===== src/rtl/irq_arb_pkg.sv =====
package irq_arb_pkg;

    localparam int NSRC     = 5;
    localparam int SRC_W    = $clog2(NSRC);
    localparam int N_EXT    = 2;
    localparam int N_TMR    = 2;
    localparam int EN_W     = 8;
    localparam int GIE_BIT  = 7;
    localparam int VEC_W    = 16;
    localparam logic [VEC_W-1:0] VEC_BASE = 16'h0003;
    localparam logic [VEC_W-1:0] VEC_STEP = 16'h0008;

    // polling order; the index is also the enable and priority bit position
    typedef enum logic [SRC_W-1:0] {
        SRC_EXT0 = 3'd0,
        SRC_TMR0 = 3'd1,
        SRC_EXT1 = 3'd2,
        SRC_TMR1 = 3'd3,
        SRC_SER  = 3'd4
    } src_e;

    typedef enum logic {
        LVL_LO = 1'b0,
        LVL_HI = 1'b1
    } lvl_e;

    typedef struct packed {
        logic             valid;
        lvl_e             lvl;
        logic [SRC_W-1:0] idx;
    } pick_t;

    typedef struct packed {
        logic             vld;
        lvl_e             lvl;
        logic [VEC_W-1:0] vec;
    } pend_t;

    function automatic logic [VEC_W-1:0] vec_of(input logic [SRC_W-1:0] idx);
        return VEC_BASE + VEC_W'(idx) * VEC_STEP;
    endfunction

    function automatic logic [SRC_W-1:0] lowest_idx(input logic [NSRC-1:0] v);
        logic [SRC_W-1:0] r;
        r = '0;
        for (int i = NSRC - 1; i >= 0; i--) begin
            if (v[i]) r = SRC_W'(i);
        end
        return r;
    endfunction

endpackage


===== src/rtl/irq_src_gate.sv =====
module irq_src_gate
    import irq_arb_pkg::*;
#(
    parameter int N = NSRC
) (
    input  logic [N-1:0] raw_i,
    input  logic [N-1:0] src_en_i,
    input  logic         glob_en_i,
    input  logic [N-1:0] pri_i,
    output logic [N-1:0] act_hi_o,
    output logic [N-1:0] act_lo_o
);

    for (genvar g = 0; g < N; g++) begin : g_src
        logic live;
        assign live        = raw_i[g] & src_en_i[g] & glob_en_i;
        assign act_hi_o[g] = live & pri_i[g];
        assign act_lo_o[g] = live & ~pri_i[g];
    end

endmodule


===== src/rtl/irq_prio_pick.sv =====
module irq_prio_pick
    import irq_arb_pkg::*;
(
    input  logic [NSRC-1:0] act_hi_i,
    input  logic [NSRC-1:0] act_lo_i,
    input  logic [1:0]      svc_i,
    output pick_t           grant_o
);

    logic hi_any;
    logic lo_any;

    assign hi_any = |act_hi_i;
    assign lo_any = |act_lo_i;

    always_comb begin
        grant_o = '0;
        if (hi_any) begin
            grant_o.lvl   = LVL_HI;
            grant_o.idx   = lowest_idx(act_hi_i);
            grant_o.valid = ~svc_i[LVL_HI];
        end else begin
            grant_o.lvl   = LVL_LO;
            grant_o.idx   = lowest_idx(act_lo_i);
            grant_o.valid = lo_any & (svc_i == 2'b00);
        end
    end

endmodule


===== src/rtl/irq_svc_track.sv =====
module irq_svc_track (
    input  logic       clk,
    input  logic       rst,
    input  logic       set_lo_i,
    input  logic       set_hi_i,
    input  logic       reti_i,
    output logic [1:0] svc_o
);

    logic [1:0] svc_q;
    logic [1:0] cleared;

    always_comb begin
        cleared = svc_q;
        if (reti_i) begin
            if (svc_q[1]) cleared[1] = 1'b0;
            else          cleared[0] = 1'b0;
        end
    end

    always_ff @(posedge clk) begin
        if (rst) svc_q <= 2'b00;
        else     svc_q <= cleared | {set_hi_i, set_lo_i};
    end

    assign svc_o = svc_q;


    reti_top_only_chk: assert property (@(posedge clk) disable iff (rst)
        (reti_i && svc_q == 2'b11 && !set_lo_i && !set_hi_i) |=> (svc_q == 2'b01));

endmodule


===== src/rtl/irq_arbiter.sv =====
module irq_arbiter
    import irq_arb_pkg::*;
(
    input  logic             clk,
    input  logic             rst,
    input  logic             tick_i,
    input  logic [N_EXT-1:0] ext_req_i,
    input  logic [N_TMR-1:0] tmr_ovf_i,
    input  logic             ser_rx_i,
    input  logic             ser_tx_i,
    input  logic [EN_W-1:0]  ien_i,
    input  logic [NSRC-1:0]  ipri_i,
    input  logic             ack_i,
    input  logic             reti_i,
    output logic             irq_o,
    output logic [VEC_W-1:0] vec_o,
    output logic [1:0]       svc_lvl_o
);

    logic [NSRC-1:0] raw;
    logic [NSRC-1:0] act_hi;
    logic [NSRC-1:0] act_lo;
    logic [1:0]      svc;
    pick_t           grant;
    pend_t           pend_q;
    logic            take;
    logic            unused_en_bits;

    assign unused_en_bits = ^ien_i[GIE_BIT-1:NSRC];

    // the serial flags share one source slot
    assign raw = {ser_rx_i | ser_tx_i, tmr_ovf_i[1], ext_req_i[1], tmr_ovf_i[0], ext_req_i[0]};

    irq_src_gate #(.N(NSRC)) u_gate (
        .raw_i     (raw),
        .src_en_i  (ien_i[NSRC-1:0]),
        .glob_en_i (ien_i[GIE_BIT]),
        .pri_i     (ipri_i),
        .act_hi_o  (act_hi),
        .act_lo_o  (act_lo)
    );

    irq_prio_pick u_pick (
        .act_hi_i (act_hi),
        .act_lo_i (act_lo),
        .svc_i    (svc),
        .grant_o  (grant)
    );

    assign take = pend_q.vld & ack_i;

    irq_svc_track u_svc (
        .clk      (clk),
        .rst      (rst),
        .set_lo_i (take & (pend_q.lvl == LVL_LO)),
        .set_hi_i (take & (pend_q.lvl == LVL_HI)),
        .reti_i   (reti_i),
        .svc_o    (svc)
    );

    always_ff @(posedge clk) begin
        if (rst) begin
            pend_q <= '0;
        end else if (take) begin
            pend_q.vld <= 1'b0;
        end else if (!pend_q.vld && tick_i && grant.valid) begin
            pend_q.vld <= 1'b1;
            pend_q.lvl <= grant.lvl;
            pend_q.vec <= vec_of(grant.idx);
        end
    end

    assign irq_o     = pend_q.vld;
    assign vec_o     = pend_q.vec;
    assign svc_lvl_o = svc;


    hold_until_ack_chk: assert property (@(posedge clk) disable iff (rst)
        (irq_o && !ack_i) |=> (irq_o && $stable(vec_o)));


    no_tick_no_issue_chk: assert property (@(posedge clk) disable iff (rst)
        (!irq_o && !tick_i) |=> !irq_o);


    lo_only_when_idle_chk: assert property (@(posedge clk) disable iff (rst)
        ($rose(irq_o) && pend_q.lvl == LVL_LO) |-> (svc == 2'b00));


    hi_not_nested_chk: assert property (@(posedge clk) disable iff (rst)
        ($rose(irq_o) && pend_q.lvl == LVL_HI) |-> !svc[1]);


    global_gate_chk: assert property (@(posedge clk) disable iff (rst)
        $rose(irq_o) |-> $past(ien_i[GIE_BIT]));

endmodule


===== config.mk =====
export PLATFORM = sky130hd
export DESIGN_NAME = irq_arbiter
export DESIGN_NICKNAME = d
export VERILOG_FILES = /design/src/rtl/irq_arb_pkg.sv /design/src/rtl/irq_src_gate.sv /design/src/rtl/irq_prio_pick.sv /design/src/rtl/irq_svc_track.sv /design/src/rtl/irq_arbiter.sv
export SDC_FILE = /design/constraint.sdc
export NUM_CORES = 1
export LEC_CHECK = 0
export BUFFER_PORTS_ARGS = -buffer_cell sky130_fd_sc_hd__buf_2
export CAP_MARGIN = 15
export CORE_UTILIZATION = 43
export DETAILED_ROUTE_END_ITERATION = 8
export PLACE_DENSITY = 0.87
export RECOVER_POWER = 100
export SYNTH_ARGS = -nofsm -noshare
export SYNTH_HDL_FRONTEND = slang
export SYNTH_SLANG_ARGS = --single-unit
export TNS_END_PERCENT = 1

===== constraint.sdc =====
create_clock -name clk -period 3.4 [get_ports clk]
set_input_delay 0.17 -clock clk [delete_from_list [all_inputs] [get_ports clk]]
set_output_delay 0.17 -clock clk [all_outputs]
set_load 0.05 [all_outputs]

==> key figures <==
Outcome
  • Run status: completed

CTS
  • Post-CTS Hold Buffers: 0
  • Later-pin clock latency in the skew report: 0.26 ns
  • Longest Clk Path Bufs: 2
  • Number of clock buffers inserted by TritonCTS: 3
  • CTS Root Cell: clkbuf_4
  • Clk pin slew, worst setup/hold paths: 0.06 ns
  • # Post-CTS Setup Buffers: 0
  • Count of clock tree sinks: 8
  • Post_cts resized: 0
  • TritonCTS clock tree: built
  • H-tree levels: 1

Floorplanning
  • Die outline area: 1650 sq um
  • Area of the core: 1350 sq um
  • Initial standard-cell utilization of the core: 47.4%
  • Number of cell rows: 13
  • Ports placed on the boundary: 43
  • Chip width: 40.6 um
  • Die Y: 40.6 um

Timing
  • Ratio of final minimum period to clock period: 47.9%
  • Crit path time final: 1.63 ns
  • Unrepaired setup endpoints after global routing: no
  • Max Slew Vio Count: 0
  • Relative slew slack: 60.5%
  • Worst clock skew: 0.00884 ns
  • Final number of setup-violating endpoints: 0
  • Total negative slack for setup checks: 0 ns
  • Transition at the pin with the smallest max-transition slack: 0.595 ns
  • Final Hold Viols: 0
  • Maximum frequency from static timing analysis: 0.614 GHz

Critical path
  • Cell family with the largest share of critical-path delay: simple AND/OR/NAND/NOR gates
  • Worst Setup Start Kind: flip-flop
  • Critical path, cell by cell: or3b_1 -> nor2_1 -> o31a_1 -> nand2b_1 -> mux2i_1
  • Endpoint arrival time on the critical path: 1.82 ns
  • Maximum fanout encountered on the critical timing path: 6
  • Critical Setup Path Class: reg2reg
  • Maximum cell stage delay along the critical path: 0.42 ns
  • Worst path buffer plus inverter count: 0
  • Endpoint required time on the critical path: 3.60 ns
  • CP max-delay cell: or3b_1
  • Capturing element type of the critical path: flip-flop

Cells and area
  • Total inserted antenna cells: 0
  • Layout overhead on the synthesized area: 11.2%
  • Total non-filler cell area in the finished layout: 711 sq um
  • Layout Utilization: 52.6%
  • Fraction of layout cells with a size suffix above 1: 29.1%
  • Post-layout instance count excluding filler cells: 118
  • Net count of the finished layout: 129
  • Most frequent cells in the layout: buf_2, conb_1, dfxtp_1, clkbuf_1, nor2_1
  • Most common cell after layout, fill and taps aside: buf_2

GRT
  • Maximum number of pins on one net before global-route repair: 11
  • Combined global-route utilization of all metal layers: 23.4%
  • First-pass GRT wire length: 2420 um
  • Number of antenna violations at the first check in global routing: 0
  • Vias in the first global route: 602
  • Total gr overflow: 0

Power
  • Worst IR Drop VDD: 0.198 mV
  • PD cells: 417 nW/um^2
  • Total leakage power: 0.000332 uW

Drt
  • Number of DRC markers after the initial detailed-route iteration: 17
  • Count of nets left with antenna violations after detail routing: 0
  • First-pass DRT Iterations: 4
  • Sum of routed wire length over all layers: 1550 um
  • Via count: 661
  • DRC violation count after routing: 0
  • DR WL/cell: 13.1 um
  • Via/cell ratio: 5.60

Placement
  • Placer's final routability congestion estimate: 0.819
  • Instance area after placement: 706 sq um
  • HPWL after DPL: 1170 um
  • Input/output buffers: 29
  • Inst Count DP: 115

Yosys
  • Instance count of the mapped netlist: 79
  • Warnings from Yosys: 0
  • Number of synthesized register bits: 8
  • Synth cell types: 30
  • Synthesized area divided by synthesized cell count: 8.09 sq um
  • Post-synthesis cell area: 639 sq um
  • Sequential cell area fraction in the yosys report: 25.0%

Hold path
  • Hold crit path type: in2reg

Job
  • Number of max-cap violations: 0
registers in the layout (all words and copies together), names as in the netlist:
| register | count |
|---|---|
| u_svc.svc_o | 2 |
| vec_o | 4 |
| irq_o | 1 |
| pend_q | 1 |
per-layer routing:
layer / vias up / GRT usage [%] / share of wire (%)
li1: 305 / - / -
met1: 298 / 21.6 / 33
met2: 45 / 43.3 / 54
met3: 13 / 6.67 / 8.3
met4: 0 / 15.8 / 5.0
met5: - / 0 / 0
per-stage QoR:
| step | setup slack, ns | hold WS (ns) | total power, uW |
|---|---|---|---|
| finish | 1.77 | 0.199 | 296 |
| global route | 1.68 | 0.209 | 314 |
| global placement | 1.97 | 0.459 | 220 |
| floorplan | 1.82 | 0.332 | 214 |
| detailed placement | 1.93 | 0.470 | 224 |
| CTS | 1.92 | 0.200 | 300 |
cells by family after synthesis:
family | after synthesis | synth area share (%)
and+or+nand+nor | 28 | 25.8
AOI/OAI and AO/OA | 19 | 22.5
buffers and inverters | 21 | 22.9
DFF | 8 | 25.0
other | 1 | 0.587
muxes | 2 | 3.13
synthesized netlist by cell type:
| cell type | instances | area share, % |
|---|---|---|
| mux2i_1 | 2 | 3.1 |
| o21ba_2 | 2 | 3.1 |
| nand4b_2 | 1 | 2.3 |
| clkbuf_1 | 1 | 0.59 |
| o21bai_2 | 1 | 1.8 |
| nor2_1 | 7 | 4.1 |
| buf_4 | 16 | 19 |
| o21a_1 | 1 | 1.2 |
| nand3_1 | 3 | 2.3 |
| nand2b_4 | 1 | 2.2 |
| nand2b_1 | 3 | 2.9 |
| inv_1 | 3 | 1.8 |
| o21ai_2 | 1 | 1.4 |
| o32ai_1 | 1 | 1.4 |
| o211ai_1 | 1 | 1.2 |
| nand3b_1 | 1 | 1.2 |
| nand2_1 | 3 | 1.8 |
| nor3b_1 | 1 | 1.2 |
| a21oi_1 | 3 | 2.3 |
| conb_1 | 1 | 0.59 |
| nor3_1 | 2 | 1.6 |
| o31a_1 | 1 | 1.4 |
| a32oi_1 | 2 | 2.7 |
| a211oi_2 | 1 | 2.0 |
| or3b_1 | 1 | 1.4 |
| o22ai_1 | 1 | 0.98 |
| buf_6 | 1 | 1.8 |
| dfxtp_1 | 8 | 25 |
| o21ai_0 | 4 | 3.1 |
| nand4_1 | 5 | 4.9 |
final cells by class:
cell class | instances | area, sq um
Fill cell | 155 | 639
Multi-Input combinational cell | 60 | 363
Sequential cell | 8 | 160
Timing Repair Buffer | 29 | 135
Clock buffer | 3 | 22.5
Tap cell | 15 | 18.8
Inverter | 3 | 11.3
power breakdown:
group	internal [uW]	switching, uW	leakage (uW)
Clock	40.7	36.1	0.0000138
Sequential	101	5.50	0.0000653
Combinational	29.2	84.0	0.000253
Total	171	126	0.000332
worst reg2reg max path, stage by stage (launching register included):
cell and delay (ns):
dfxtp_1 0.34, or3b_1 0.42, nor2_1 0.11, o31a_1 0.18
nand2b_1 0.28, mux2i_1 0.23
worst paths after layout:
check | slack (ns) | depth (start not counted) | startpoint | to
max reg2reg | 1.77 | 5 | irq_o | vec_o[4]
min | 0.20 | 2 | rst | u_svc.svc_o[0]
max | 1.77 | 5 | irq_o | vec_o[4]
min reg2reg | 0.48 | 2 | vec_o[5] | vec_o[5]
Power figures use the tool's default switching activity.
